`config.mk`:
```
export PLATFORM = sky130hd
export DESIGN_NAME = seq_macrocell
export DESIGN_NICKNAME = d
export VERILOG_FILES = /design/src/rtl/mc_pkg.sv /design/src/rtl/mc_sop_plane.sv /design/src/rtl/mc_cfg_hold.sv /design/src/rtl/mc_store.sv /design/src/rtl/seq_macrocell.sv
export SDC_FILE = /design/constraint.sdc
export NUM_CORES = 1
export LEC_CHECK = 0
export ABC_AREA = 1
export BUFFER_PORTS_ARGS = -buffer_cell sky130_fd_sc_hd__buf_2
export CORE_ASPECT_RATIO = 0.8
export CORE_MARGIN = 4
export CORE_UTILIZATION = 51
export CTS_BUF_LIST = sky130_fd_sc_hd__clkbuf_16
export CTS_CLUSTER_SIZE = 10
export DETAILED_ROUTE_END_ITERATION = 10
export GPL_ROUTABILITY_DRIVEN = 0
export GPL_TIMING_DRIVEN = 0
export PLACE_DENSITY_LB_ADDON = 0.05
export REMOVE_ABC_BUFFERS = 1
export SLEW_MARGIN = 15
export SYNTH_ARGS = -nofsm -noshare
export SYNTH_HDL_FRONTEND = slang
export SYNTH_SLANG_ARGS = --single-unit
```
`constraint.sdc`:
```
create_clock -name clk -period 2.63 [get_ports clk]
set_clock_uncertainty 0.2 [all_clocks]
set_input_delay 0 -clock clk [delete_from_list [all_inputs] [get_ports clk]]
set_output_delay 0 -clock clk [all_outputs]
set_load 0.01 [all_outputs]
```
`src/rtl/mc_pkg.sv`:
```
// Shared definitions for the sequential macrocell.
// Assumes two connection bits per literal, with codes as defined below.
package mc_pkg;

    typedef enum logic [1:0] {
        LINK_OPEN = 2'b00,   // both rails connected: term forced low
        LINK_TRUE = 2'b01,   // true rail
        LINK_COMP = 2'b10,   // complement rail
        LINK_SKIP = 2'b11    // literal removed from the term
    } link_code_e;

    // Value one literal contributes to its product term.
    function automatic logic link_eval(input logic [1:0] code, input logic sig);
        case (code)
            LINK_OPEN: return 1'b0;
            LINK_TRUE: return sig;
            LINK_COMP: return ~sig;
            default:   return 1'b1;
        endcase
    endfunction

endpackage

```
`src/rtl/mc_sop_plane.sv`:
```
// One sum-of-products plane: N_TERMS products over N_IN inputs plus one
// feedback literal, ORed into a single sum.
// Assumes codes are packed term-major, with the feedback literal last.
module mc_sop_plane #(
    parameter int N_IN    = 4,
    parameter int N_TERMS = 4
) (
    input  logic [N_TERMS*(N_IN+1)*2-1:0] links,
    input  logic [N_IN-1:0]               in_vec,
    input  logic                          fb,
    output logic                          sum
);
    import mc_pkg::*;

    localparam int N_LIT = N_IN + 1;

    logic [N_TERMS-1:0][N_LIT-1:0] lit_v;
    logic [N_TERMS-1:0]            prod;

    for (genvar t = 0; t < N_TERMS; t++) begin : g_term
        for (genvar j = 0; j < N_LIT; j++) begin : g_lit
            if (j < N_IN) begin : g_pin
                // input literal
                assign lit_v[t][j] = link_eval(links[(t*N_LIT+j)*2 +: 2], in_vec[j]);
            end else begin : g_fb
                // feedback literal
                assign lit_v[t][j] = link_eval(links[(t*N_LIT+j)*2 +: 2], fb);
            end
        end
        // AND of all literals of the term
        assign prod[t] = &lit_v[t];
    end

    // Fixed OR of the products
    assign sum = |prod;

endmodule

```
`src/rtl/mc_cfg_hold.sv`:
```
// Configuration holding registers: load while reset is asserted, hold otherwise.
// Assumes configuration is only meaningful once one reset edge has occurred.
module mc_cfg_hold #(
    parameter int FUSE_W = 40
) (
    input  logic              clk,
    input  logic              rst_n,
    input  logic [FUSE_W-1:0] plane_a_in,
    input  logic [FUSE_W-1:0] plane_b_in,
    input  logic              jk_in,
    input  logic              reg_in,
    output logic [FUSE_W-1:0] plane_a_q,
    output logic [FUSE_W-1:0] plane_b_q,
    output logic              jk_q,
    output logic              reg_q
);
    // Capture the configuration on reset edges
    always_ff @(posedge clk) begin : cfg_load
        if (!rst_n) begin
            plane_a_q <= plane_a_in;
            plane_b_q <= plane_b_in;
            jk_q      <= jk_in;
            reg_q     <= reg_in;
        end
    end


    cfg_frozen_chk: assert property (@(posedge clk) disable iff (!rst_n)
        rst_n |=> ($stable(plane_a_q) && $stable(plane_b_q) && $stable(jk_q) && $stable(reg_q)));

endmodule

```
`src/rtl/mc_store.sv`:
```
// Storage bit that behaves as a D or a JK flip-flop.
// Assumes d_j carries D in D mode and J in JK mode; k is ignored in D mode.
module mc_store (
    input  logic clk,
    input  logic rst_n,
    input  logic jk_mode,
    input  logic d_j,
    input  logic k,
    output logic q
);
    // Next-state update for both flip-flop kinds
    always_ff @(posedge clk) begin : state_update
        if (!rst_n) begin
            q <= 1'b0;
        end else if (!jk_mode) begin
            q <= d_j;
        end else begin
            case ({d_j, k})
                2'b00:   q <= q;
                2'b01:   q <= 1'b0;
                2'b10:   q <= 1'b1;
                default: q <= ~q;
            endcase
        end
    end


    reset_clear_chk: assert property (@(posedge clk) !rst_n |=> (q == 1'b0));

    d_load_chk: assert property (@(posedge clk) disable iff (!rst_n)
        (!jk_mode) |=> (q == $past(d_j)));

    jk_hold_chk: assert property (@(posedge clk) disable iff (!rst_n)
        (jk_mode && !d_j && !k) |=> $stable(q));

    jk_set_chk: assert property (@(posedge clk) disable iff (!rst_n)
        (jk_mode && d_j && !k) |=> q);

    jk_clr_chk: assert property (@(posedge clk) disable iff (!rst_n)
        (jk_mode && !d_j && k) |=> !q);

    jk_toggle_chk: assert property (@(posedge clk) disable iff (!rst_n)
        (jk_mode && d_j && k) |=> (q != $past(q)));

endmodule

```
`src/rtl/seq_macrocell.sv`:
```
// Top of one macrocell: two SOP planes, a D/JK storage bit and an output select.
// Assumes configuration is loaded by holding rst_n low for at least one edge.
module seq_macrocell #(
    parameter int N_IN    = 4,
    parameter int N_TERMS = 4
) (
    input  logic                          clk,
    input  logic                          rst_n,
    input  logic [N_IN-1:0]               in_vec,
    input  logic [N_TERMS*(N_IN+1)*2-1:0] cfg_plane_a,
    input  logic [N_TERMS*(N_IN+1)*2-1:0] cfg_plane_b,
    input  logic                          cfg_jk_mode,
    input  logic                          cfg_registered,
    output logic                          cell_out
);
    localparam int FUSE_W = N_TERMS * (N_IN + 1) * 2;

    logic [FUSE_W-1:0] links_a, links_b;
    logic              jk_q, reg_q;
    logic              sum_a, sum_b, q;

    mc_cfg_hold #(.FUSE_W(FUSE_W)) u_cfg (
        .clk(clk), .rst_n(rst_n),
        .plane_a_in(cfg_plane_a), .plane_b_in(cfg_plane_b),
        .jk_in(cfg_jk_mode), .reg_in(cfg_registered),
        .plane_a_q(links_a), .plane_b_q(links_b),
        .jk_q(jk_q), .reg_q(reg_q)
    );

    mc_sop_plane #(.N_IN(N_IN), .N_TERMS(N_TERMS)) u_plane_a (
        .links(links_a), .in_vec(in_vec), .fb(q), .sum(sum_a)
    );

    mc_sop_plane #(.N_IN(N_IN), .N_TERMS(N_TERMS)) u_plane_b (
        .links(links_b), .in_vec(in_vec), .fb(q), .sum(sum_b)
    );

    mc_store u_store (
        .clk(clk), .rst_n(rst_n), .jk_mode(jk_q),
        .d_j(sum_a), .k(sum_b), .q(q)
    );

    // Output select between the OR gate and the stored bit
    always_comb begin : out_select
        cell_out = reg_q ? q : sum_a;
    end


    reg_out_chk: assert property (@(posedge clk) disable iff (!rst_n)
        (reg_q && !jk_q && $past(rst_n)) |-> (cell_out == $past(sum_a)));

endmodule

```
# Word-level counts from Yosys, hierarchy flattened
# Index checks and enable logic that the tools add are counted.
# totals
ff_bits	83
in_bits	88
out_inout_bits	1
wordCells	187
# classes
eq_ne	83
muxes	43
bitwise	5
n_reduce_logical	51
# op_table
op	n
1-bit one-hot mux with 3 select lines	41
2-bit by 1-bit equality test with 1-bit output (second input constant)	41
2-bit equality test (second input constant)	41
2-bit logical NOT	41
5-bit AND reduction	8
4-bit OR reduction	2
1-bit NOT	5
1-bit 2-to-1 mux	2
2-bit != test (second input constant)	1

# Longest topological paths before layout
# depth
ltp_word	7
mapped_depth	14
depth_no_buf	13

# Cells and area by module
# Synthesis repeated with hierarchy kept, for this count alone.
# unflattened
cells_unflattened	261
area_unflattened_um2	3200.6
# by_module_without_submodules
module	instances	cells_each	area_per_inst_um2	seq_area_each_um2
mc_cfg_hold	1	83	2466.1	2462.4
mc_sop_plane	2	80	312.8	0.0
mc_store	1	14	93.8	20.0
seq_macrocell	1	4	15.0	0.0

# Worst setup path before layout
# No wires, ideal clock.
# synth_path
path_kind	input to register
startpoint	input port rst_n
endpoint	register u_cfg.jk_q (enable)
setup_ns	0.437
t_arrival_ns	1.615
t_required_ns	1.993
path_slack_ns	0.379
stages	1
n_path_buf	0
cell_sequence	inv_1
# synth_lines
item	line_no	text
from (decl)	seq_macrocell.sv:8	input logic rst_n,
to (signal assigned)	mc_cfg_hold.sv:22	jk_q <= jk_in;
to (decl)	mc_cfg_hold.sv:14	output logic jk_q,
# No word-level cell between the ends.

# Worst setup path in the final report
# layout_path
startpoint	register u_store.q
endpoint	register u_store.q
# layout_via
elab_chain_cells	7
word_cells_on_any_way	25
classes_between	eq/ne: 3; mux: 10; bitwise: 1; reduce/logical: 11
# layout_rtl
item	line_no	text
from (decl)	mc_store.sv:9	output logic q
from (signal assigned)	mc_store.sv:16	q <= d_j;
from (signal assigned)	mc_store.sv:19	2'b00: q <= q;
from (signal assigned)	mc_store.sv:22	default: q <= ~q;
1-bit NOT	mc_pkg.sv:17, mc_store.sv:22	
1-bit one-hot mux with 3 select lines	mc_pkg.sv:14	case (code)
5-bit AND reduction	mc_sop_plane.sv:31	assign prod[t] = &lit_v[t];
4-bit OR reduction	mc_sop_plane.sv:35	assign sum = |prod;
2-bit equality test, or another cell as far along	mc_store.sv:18	case ({d_j, k})
1-bit one-hot mux with 3 select lines	mc_store.sv:18	
1-bit 2-to-1 mux	mc_store.sv:15	end else if (!jk_mode) begin
# Parallel ways exist; a longest one is shown, timed or not.
# A chain may end at the register's enable or synchronous reset.

==> results.py <==
metrics = {
    "yosys": {
        "ys_seq_area_frac": 0.7771,
        "ys_async_sr_fraction": 0,
        "synth_edf_count": 82,
        "syn-cell-area_um2": 3194,
        "yosysTopAreaCell": "edfxtp_1",
        "yosys_warnings": 0,
        "ys_types": 22,
        "synthMuxAreaShare": 0,
        "ys_ff_latch": 83,
        "yosys.area_share.adder": 0.007834,
        "synth-simple-area-share": 0.1504,
        "avgSynthCellArea_um2": 13.59,
        "synth-compound-area-share": 0.02977,
        "synth_cells": 235,
        "synth_top_area_frac": 0.7709,
        "synth_top_family_by_area": "simple AND/OR/NAND/NOR gates",
        "synth-xor-area-share": 0,
        "synth_ff_type": "edfxtp_1",
        "synth_area_leaders": "edfxtp_1 (77%), nand2_1 (12%), buf_6 (1.8%)",
    },
    "detailed_routing": {
        "viasPerCell": 4.764,
        "wire_per_inst_um": 15.61,
        "firstDrtPassIters": 4,
        "vias": 2377,
        "dr.first_iter.drc_count": 85,
        "antenna_left": 0,
        "drc": 0,
        "wirelength_um": 7788,
    },
    "grt": {
        "grt-ovfl-total": 0,
        "grt_start_max_net_pins": 56,
        "grt_use_total": 0.2211,
        "grt_antenna_before_repair": 0,
        "grt_pass1_vias": 2366,
        "grt_pass1_wl_um": 11940,
    },
    "layout": {
        "stdcell_count": 499,
        "finish.utilization": 0.8033,
        "register_area_um2": 2482,
        "layout-drive-gt1-share": 0.2751,
        "fillCellCount": 358,
        "fin_nets": 503,
        "antennaDiodeCount": 0,
        "syn2layout_area_growth_pct": 51.04,
        "finalInstanceArea_um2": 4825,
        "multi_input_area_um2": 600.6,
    },
    "clocking": {
        "cts_setup_buffers": 0,
        "cts.clk_slew.worst_paths_ns": 0.07,
        "h-tree-depth": 3,
        "cts_tree": "done",
        "clock_latency_ns": 0.33,
        "root_buffer": "clkbuf_16",
        "clk_path_buf_depth": 2,
        "clock_sinks": 83,
        "numCtsBuffers": 9,
    },
    "worst_setup_path": {
        "cp_data_required_time_ns": 2.64,
        "worst_setup_path_start_kind": "register",
        "path_buf_inv": 1,
        "cp_slowest_cell": "dfxtp_1",
        "worst_setup_path_end_kind": "register",
        "crit_type": "register to register",
        "worstPathArrival_ns": 2.39,
        "path_delay_family": "flip-flops",
        "crit_top_cell": "nand2_1",
        "crit_chain": "inv_2 -> o22ai_1 -> a21oi_1 -> nand4_1 -> nand2_1 -> nor2_1 -> ha_1 -> nand2_1 -> o21ai_0 -> a31oi_1 -> a21oi_2",
        "worstPathMaxFanout": 11,
        "max_stage_delay_ns": 0.60,
    },
    "timing": {
        "worstMarginPinSlew_ns": 0.4517,
        "rsz0062_at_grt": "no",
        "drv_slew": 0,
        "fmax_mhz": 420.4,
        "finalCritPeriodShare": 0.9044,
        "finalCriticalPeriod_ns": 2.379,
        "setup_viol": 0,
        "relSlewSlack": 0.6985,
        "hold_viol": 0,
    },
    "floorplanning": {
        "num_rows": 25,
        "io_pins": 89,
        "core_um2": 6006,
        "die_h_um": 78.79,
        "die_w_um": 96.48,
        "die_area_um2": 7601,
        "initial_core_util": 0.5319,
    },
    "placement": {
        "dpl.cell_count": 400,
        "placed_area_um2": 3710,
        "port-buffer-count": 88,
        "post-dp-hpwl_um": 4466,
    },
    "pwr": {
        "p_leak_nw": 2.046,
        "vdd_drop_max_mv": 0.4671,
        "p_per_area_nw_per_um2": 649.7,
    },
    "outcome": {
        "run_status": "completed",
    },
    "flow_run": {
        "max_cap_violations": 0,
    },
    "min_path": {
        "hold_class": "primary input to register",
    },
}
[metrics by stage]
stage | power, mW | hold slack, ns | worst slack, ns | TNS (ns)
3_3_place_gp | 1.868 | -0.02354 | -0.2906 | -23.53
5_1_grt | 3.250 | 0.1576 | 0.04291 | 0
3_5_place_dp | 1.876 | -0.02190 | 0.2521 | 0
6_report | 3.135 | 0.1655 | 0.2514 | 0
4_1_cts | 3.148 | 0.1566 | 0.2395 | 0
2_1_floorplan | 1.746 | -0.1011 | 0.3785 | 0
[worst register-to-register path, cell delays in order (launching register included)]
cell	delay [ns]
dfxtp_1	0.60
inv_2	0.21
o22ai_1	0.19
a21oi_1	0.08
nand4_1	0.07
nand2_1	0.05
nor2_1	0.21
ha_1	0.29
nand2_1	0.07
o21ai_0	0.07
a31oi_1	0.18
a21oi_2	0.07
[registers in the layout (all words and copies together) (netlist names)]
name             flops
u_cfg.plane_a_q     40
u_cfg.plane_b_q     40
u_store.q            1
u_cfg.jk_q           1
u_cfg.reg_q          1
[metal layers]
layer / share of wire / up-vias / global-route usage / routed length, µm
met5: 0 / - / 0 / 0
met4: 0.0085 / 0 / 0.04622 / 66
met3: 0.060 / 9 / 0.08239 / 471
met2: 0.50 / 90 / 0.3499 / 3880
met1: 0.43 / 1101 / 0.2943 / 3369
li1: - / 1177 / - / -
[synth_stat cells, drive strengths merged (2+ instances only)]
cell type,count
ha,2
edfxtp,82
inv,8
buf,5
a21oi,2
o21ai,2
nand3,5
nor2,16
nand4,3
o22ai,7
nand2,99
[worst paths after layout]
check / startpoint / to / slack (ns) / depth (start not counted)
worst max-delay path: u_store.q / u_store.q / 0.25 / 11
worst min-delay path: cfg_plane_a[22] / u_cfg.plane_a_q[22] / 0.17 / 2
worst min register to register: u_cfg.jk_q / u_store.q / 0.40 / 3
worst max register to register: u_store.q / u_store.q / 0.25 / 11
[where the power goes]
group | internal [mW] | switching, mW | total (mW)
registers | 1.57 | 0.0368 | 1.61
logic | 0.181 | 0.162 | 0.343
clock network | 0.657 | 0.527 | 1.18
[kinds of logic (layout without fill, tap and decap cells)]
logic type                 after synthesis  count (layout)
and+or+nand+nor                        123             123
DFF                                     83              83
adders and majority gates                2               2
AOI/OAI and AO/OA                       14              14
buffers and inverters                   13             196
[area by class of cell]
type,instances,share of cell area
sequential,83,0.5145
clock buffer,9,0.04668
tap,81,0.02101
clock inverter,7,0.01219
inverter,8,0.01193
timing repair buffer,172,0.2692
multi-input combinational,139,0.1245
[layout by cell type (no fill, tap or decap)]
cell           Yosys  routed
nand2_1           98      98
buf_2              0      88
dlygate4sd3_1      0      83
edfxtp_1          82      82
nor2_1            15      15
clkbuf_16          0       9
o22ai_1            7       7
inv_6              2       6
nand3_1            5       5
inv_8              2       3
inv_1              3       3
nand4_1            3       3
ha_1               2       2
inv_2              1       1
nor2_2             1       1
nand2_2            1       1
o21ai_2            1       1
a21oi_1            1       1
o22a_2             1       1
o31ai_1            1       1
inv_4              0       1
o21ai_0            1       1
a31oi_1            1       1
a21oi_2            1       1
clkinv_4           0       1
buf_16             0       1
dfxtp_1            1       1
[what timing repair did]
| action | 4_1_cts | 5_1_grt |
|---|---|---|
| setup endpoints to repair | 0 | 0 |
| endpoints found under the hold margin | 110 | 0 |
| resized for setup | 0 | 0 |
| hold buffers | 83 | 0 |
No activity file was read; power rests on OpenSTA's default activity.
